==> src/rtl/ivc_pkg.sv <==
package ivc_pkg;

    typedef enum logic [1:0] {
        ST_IDLE  = 2'd0,
        ST_LOAD  = 2'd1,
        ST_RAISE = 2'd2
    } ivc_state_e;

    localparam logic [1:0] ADDR_BASE = 2'd0;
    localparam logic [1:0] ADDR_MASK = 2'd1;
    localparam logic [1:0] ADDR_PEND = 2'd2;
    localparam logic [1:0] ADDR_ACK  = 2'd3;

endpackage

==> src/rtl/ivc_edge_capture.sv <==
// Rising-edge detection per request line with sticky pending bits.
module ivc_edge_capture #(
    parameter int N = 8
) (
    input  logic         clk,
    input  logic         rst_n,
    input  logic [N-1:0] lines_i,
    input  logic [N-1:0] clr_i,
    output logic [N-1:0] pend_o
);

    logic [N-1:0] prev_q;
    logic [N-1:0] pend_q;

    for (genvar g = 0; g < N; g++) begin : g_line
        always_ff @(posedge clk) begin
            if (!rst_n) begin
                prev_q[g] <= 1'b0;
                pend_q[g] <= 1'b0;
            end else begin
                prev_q[g] <= lines_i[g];
                // a fresh edge wins over a simultaneous clear
                pend_q[g] <= (pend_q[g] & ~clr_i[g]) | (lines_i[g] & ~prev_q[g]);
            end
        end
    end

    assign pend_o = pend_q;

endmodule

==> src/rtl/ivc_prio_pick.sv <==
// Fixed priority: lowest index among the set request bits wins.
module ivc_prio_pick #(
    parameter int N     = 8,
    parameter int IDX_W = 3
) (
    input  logic [N-1:0]     req_i,
    output logic             any_o,
    output logic [IDX_W-1:0] idx_o
);

    always_comb begin
        idx_o = '0;
        for (int i = N - 1; i >= 0; i--) begin
            if (req_i[i]) begin
                idx_o = IDX_W'(i);
            end
        end
    end

    assign any_o = |req_i;

endmodule

==> src/rtl/ivc_regs.sv <==
// Software-visible configuration: vector base and per-line enables.
module ivc_regs
    import ivc_pkg::*;
#(
    parameter int N         = 8,
    parameter int VEC_W     = 8,
    parameter int IDX_W     = 3,
    parameter int RESET_VEC = 32
) (
    input  logic                   clk,
    input  logic                   rst_n,
    input  logic                   wr_en_i,
    input  logic [1:0]             addr_i,
    input  logic [VEC_W-1:0]       wdata_i,
    output logic [VEC_W-IDX_W-1:0] base_o,
    output logic [N-1:0]           en_o
);

    localparam int BASE_W = VEC_W - IDX_W;
    localparam logic [BASE_W-1:0] RST_BASE = BASE_W'(RESET_VEC >> IDX_W);

    logic [BASE_W-1:0] base_q;
    logic [N-1:0]      en_q;

    always_ff @(posedge clk) begin
        if (!rst_n) begin
            base_q <= RST_BASE;
            en_q   <= '1;
        end else if (wr_en_i) begin
            if (addr_i == ADDR_BASE) begin
                base_q <= wdata_i[VEC_W-1:IDX_W];
            end
            if (addr_i == ADDR_MASK) begin
                en_q <= N'(wdata_i);
            end
        end
    end

    assign base_o = base_q;
    assign en_o   = en_q;

endmodule

==> src/rtl/irq_vector_ctrl.sv <==
module irq_vector_ctrl
    import ivc_pkg::*;
#(
    parameter int N         = 8,
    parameter int VEC_W     = 8,
    parameter int RESET_VEC = 32
) (
    input  logic             clk,
    input  logic             rst_n,
    input  logic [N-1:0]     irq_req_i,
    input  logic             bus_sel_i,
    input  logic             bus_wr_i,
    input  logic [1:0]       bus_addr_i,
    input  logic [VEC_W-1:0] bus_wdata_i,
    output logic [VEC_W-1:0] bus_rdata_o,
    output logic             cpu_irq_o
);

    localparam int IDX_W  = (N > 1) ? $clog2(N) : 1;
    localparam int BASE_W = VEC_W - IDX_W;

    ivc_state_e        state_q, state_d;
    logic [N-1:0]      pend_w;
    logic [N-1:0]      en_q;
    logic [N-1:0]      clr_w;
    logic [BASE_W-1:0] base_w;
    logic              any_w;
    logic [IDX_W-1:0]  win_w;
    logic [IDX_W-1:0]  line_q;
    logic [VEC_W-1:0]  vec_q;
    logic              wr_en_w;
    logic              ack_wr_w;

    assign wr_en_w  = bus_sel_i & bus_wr_i;
    assign ack_wr_w = wr_en_w & (bus_addr_i == ADDR_ACK);

    ivc_edge_capture #(.N(N)) u_cap (
        .clk     (clk),
        .rst_n   (rst_n),
        .lines_i (irq_req_i),
        .clr_i   (clr_w),
        .pend_o  (pend_w)
    );

    ivc_prio_pick #(.N(N), .IDX_W(IDX_W)) u_pick (
        .req_i (pend_w & en_q),
        .any_o (any_w),
        .idx_o (win_w)
    );

    ivc_regs #(.N(N), .VEC_W(VEC_W), .IDX_W(IDX_W), .RESET_VEC(RESET_VEC)) u_regs (
        .clk     (clk),
        .rst_n   (rst_n),
        .wr_en_i (wr_en_w),
        .addr_i  (bus_addr_i),
        .wdata_i (bus_wdata_i),
        .base_o  (base_w),
        .en_o    (en_q)
    );

    // state register
    always_ff @(posedge clk) begin
        if (!rst_n) begin
            state_q <= ST_IDLE;
        end else begin
            state_q <= state_d;
        end
    end

    // transitions: wait, pick, publish, hold, ack
    always_comb begin
        state_d = state_q;
        unique case (state_q)
            ST_IDLE:  if (any_w)    state_d = ST_LOAD;
            ST_LOAD:                state_d = ST_RAISE;
            ST_RAISE: if (ack_wr_w) state_d = ST_IDLE;
            default:                state_d = ST_IDLE;
        endcase
    end

    // winner line and vector latches
    always_ff @(posedge clk) begin
        if (!rst_n) begin
            line_q <= '0;
            vec_q  <= '0;
        end else begin
            if (state_q == ST_IDLE && any_w) begin
                line_q <= win_w;
            end
            if (state_q == ST_LOAD) begin
                vec_q <= {base_w, line_q};
            end
        end
    end

    // outputs of the machine
    always_comb begin
        cpu_irq_o = 1'b0;
        clr_w     = '0;
        unique case (state_q)
            ST_IDLE:  ;
            ST_LOAD:  ;
            ST_RAISE: begin
                cpu_irq_o = 1'b1;
                if (ack_wr_w) begin
                    clr_w[line_q] = 1'b1;
                end
            end
            default:  ;
        endcase
    end

    // read mux
    always_comb begin
        bus_rdata_o = '0;
        if (bus_sel_i && !bus_wr_i) begin
            unique case (bus_addr_i)
                ADDR_BASE: bus_rdata_o = (state_q == ST_RAISE) ? vec_q
                                                               : {base_w, {IDX_W{1'b0}}};
                ADDR_MASK: bus_rdata_o = VEC_W'(en_q);
                ADDR_PEND: bus_rdata_o = VEC_W'(pend_w);
                ADDR_ACK:  bus_rdata_o = '0;
                default:   bus_rdata_o = '0;
            endcase
        end
    end

endmodule

==> config.mk <==
export PLATFORM = sky130hd
export DESIGN_NAME = irq_vector_ctrl
export DESIGN_NICKNAME = d
export VERILOG_FILES = /design/src/rtl/ivc_pkg.sv /design/src/rtl/ivc_edge_capture.sv /design/src/rtl/ivc_prio_pick.sv /design/src/rtl/ivc_regs.sv /design/src/rtl/irq_vector_ctrl.sv
export SDC_FILE = /design/constraint.sdc
export NUM_CORES = 1
export LEC_CHECK = 0
export BUFFER_PORTS_ARGS = -buffer_cell sky130_fd_sc_hd__clkbuf_2
export CAP_MARGIN = 10
export CELL_PAD_IN_SITES_DETAIL_PLACEMENT = 0
export CELL_PAD_IN_SITES_GLOBAL_PLACEMENT = 2
export CORE_ASPECT_RATIO = 0.75
export CORE_MARGIN = 3
export CORE_UTILIZATION = 35
export DETAILED_ROUTE_END_ITERATION = 16
export HOLD_SLACK_MARGIN = 0.05
export PLACE_DENSITY_LB_ADDON = 0.1
export SLEW_MARGIN = 30
export SYNTH_ARGS = -nofsm -noshare
export SYNTH_HDL_FRONTEND = slang
export SYNTH_SLANG_ARGS = --single-unit
export TNS_END_PERCENT = 10
==> constraint.sdc <==
create_clock -name clk -period 1.9 [get_ports clk]
set_input_delay 0.285 -clock clk [delete_from_list [all_inputs] [get_ports clk]]
set_output_delay 0.285 -clock clk [all_outputs]
set_load 0.01 [all_outputs]
==> impl_metrics.tcl <==
set metrics [dict create \
    design_area_um2 2370 \
    dpl.hpwl_mm 3.66 \
    grt.total_usage 0.158 \
    die-area_um2 6510 \
    clock_sinks 42 \
    start_kind "flop" \
    fin_crit_ns 1.88 \
    routabilityCongestion 0.804 \
    netlist_area_um2 1950 \
    yosysTopAreaCellShare 0.431 \
    postSynthAreaPerCell_um2 8.66 \
    ys_ff_latch 42 \
    fillers 537 \
    maxCapViolCount 0 \
    cts_hold_buf 0 \
    drive_gt1_frac 0.257 \
    synthArstFlopShare 0 \
    cts.path.max_buffers 2 \
    core_area_um2 5120 \
    grt_pass1_wl_mm 8.04 \
    area_growth_pct 21.5 \
    timing.fmax_mhz 531 \
    initial_core_util 0.381 \
    yosysTopAreaCell "dfxtp_1" \
    yosysMostFrequentCell "nand2_1" \
    grt_pass1_vias 1480 \
    viasPerCell 4.96 \
    die_x_um 92.2 \
    yosysWarnings 0 \
    syn-num-nets 247 \
    hold_violations 0 \
    criticalPathCategory "flop to output pin" \
    register_area_um2 848 \
    clk_latency_ns 0.30 \
    fin_ws_ns 0.0164 \
    firstDrtPassIters 4 \
    grt_antenna_before_repair 0 \
    nNetsFinal 282 \
    ant_nets 0 \
    drv_slew 0 \
    yosysSeqAreaShare 0.431 \
    setup_tns_ns 0 \
    outcome "finished, final reports clean" \
    dieHeight_um 70.6 \
    antenna_cells 0 \
    arrival_ns 1.60 \
    synth-edff-count 0 \
    grt_max_degree 24 \
    worstSetupEndpointType "output pin" \
    worst_ep_required_time_ns 1.62 \
    numCtsBuffers 5 \
    max_slew_margin 0.738 \
    rsz0062_at_grt "true" \
    path_max_fanout 7 \
    min_path_type "input pin to flop" \
    port_buffers 30 \
    powerDensity_nw_per_um2 824 \
    multi_input_area_um2 1060 \
    yosys-top-cells-area "dfxtp_1 43%, nand2_1 9.1%, a22oi_1 3.9%" \
    p_leak_uw 0.000974 \
    ctsHtreeMaxLevel 2 \
    cts_tree "built" \
    num_vias 1651 \
    drc 0 \
    finalSetupViolations 0 \
    yosysUniqueCellTypes 42 \
    post_drt_wl_per_cell_um 14.9 \
    dp_slack_ns 0.154 \
    drt-total-wl_mm 4.95 \
    boundaryPins 31 \
    drtIter0Drc 95 \
    num_rows 22 \
    total_power_uw 1950 \
    syn_inst 225 \
    min_period_over_period 0.991 \
    clock_skew_ns 0.00976 \
    dpl_cell_area_um2 2170 \
    fin_util 0.463 \
    yosys-top-cells-count "47 x nand2_1, 42 x dfxtp_1, 10 x a22oi_1, 10 x and2_1, 10 x nand2b_1" \
    vdd_drop_max_v 0.000347 \
    clk_pin_slew_ns 0.09 \
    grt_overflow_total 0 \
    clock-root-buffer "clkbuf_8" \
    ys.flop_type "dfxtp_1" \
    tightest_slew_ns 0.392 \
]
-- where the power goes --
group / total (uW) / switching, uW / internal, uW
combinational: 347 / 172 / 175
clock: 604 / 312 / 292
sequential: 1000 / 63.0 / 938
-- metrics by stage --
| stage | hold WS [ns] | std cells |
|---|---|---|
| 4_1_cts | 0.193 | 327 |
| 6_report | 0.195 | 333 |
| 5_1_grt | 0.202 | 333 |
| 3_5_place_dp | 0.458 | 319 |
| 3_3_place_gp | 0.455 | 319 |
| 2_1_floorplan | 0.407 | 225 |
-- metal layers --
layer  up-vias  share of wire  global-route usage
met2        44           0.37               0.197
met4         0         0.0089              0.0395
met1       749           0.56               0.255
met3         5          0.059              0.0446
li1        853              -                   -
met5         -              0                   0
-- cells in the final DEF, fill, tap and decap left out, types with 2 or more instances in the layout --
cell	count
buf_4	8
mux2i_1	5
a22oi_1	10
nand2_1	44
a32o_1	2
and2_1	10
dfxtp_1	40
nor2b_1	9
clkbuf_8	6
o31ai_1	2
and3_1	3
nand3b_1	2
o41ai_1	2
a2bb2oi_1	3
nand2_2	3
a21boi_1	8
a21oi_2	3
buf_2	4
o21ai_1	6
mux2_4	4
nand2b_1	10
nand3_1	9
buf_12	2
dfxtp_4	2
a21boi_0	8
clkbuf_2	26
a21oi_1	5
nor2_1	6
-- cell type report --
type | count | area share
Clock buffer | 6 | 0.0349
Clock inverter | 2 | 0.00528
Inverter | 2 | 0.00845
Multi-Input combinational cell | 169 | 0.450
Sequential cell | 42 | 0.358
Tap cell | 72 | 0.0380
Timing Repair Buffer | 40 | 0.106
-- final timing paths --
path | start | to | slack (ns) | depth (start not counted)
worst max-delay path | state_q[0] | bus_rdata_o[3] | 0.02 | 7
worst min-delay path | bus_wdata_i[0] | u_regs.en_o[0] | 0.20 | 3
worst max register to register | u_regs.en_o[2] | state_q[0] | 0.53 | 4
worst min register to register | vec_q[7] | vec_q[7] | 0.47 | 2
-- flip-flops by register name, summed over array words and instances, names as in the netlist --
register and cells:
u_regs.base_o 5, line_q 3, vec_q 8, u_regs.en_o 8
u_cap.pend_o 8, state_q 2, u_cap.prev_q 8
-- critical path, stage by stage, from the launching register on --
cell      delay, ns
dfxtp_4        0.37
nand2b_4       0.17
clkinv_8       0.08
buf_12         0.13
mux2_4         0.29
nand2_2        0.07
a21oi_2        0.04
buf_2          0.15
-- what timing repair did --
action                                 4_1_cts  5_1_grt
pin swaps                                    0        5
buffers inserted                             0        6
resized for setup                            5       15
setup endpoints to repair                    8        2
endpoints found under the hold margin        0        0
-- cells by family (layout without fill, tap and decap cells) --
| logic type | count (synthesis) | after routing | synth area share |
|---|---|---|---|
| multiplexers | 10 | 10 | 0.0603 |
| AO/OA/AOI/OAI | 58 | 58 | 0.213 |
| AND/OR/NAND/NOR | 101 | 101 | 0.259 |
| flip-flops | 42 | 42 | 0.431 |
| buffers and inverters | 14 | 50 | 0.0359 |
No activity file was read; power rests on OpenSTA's default activity.
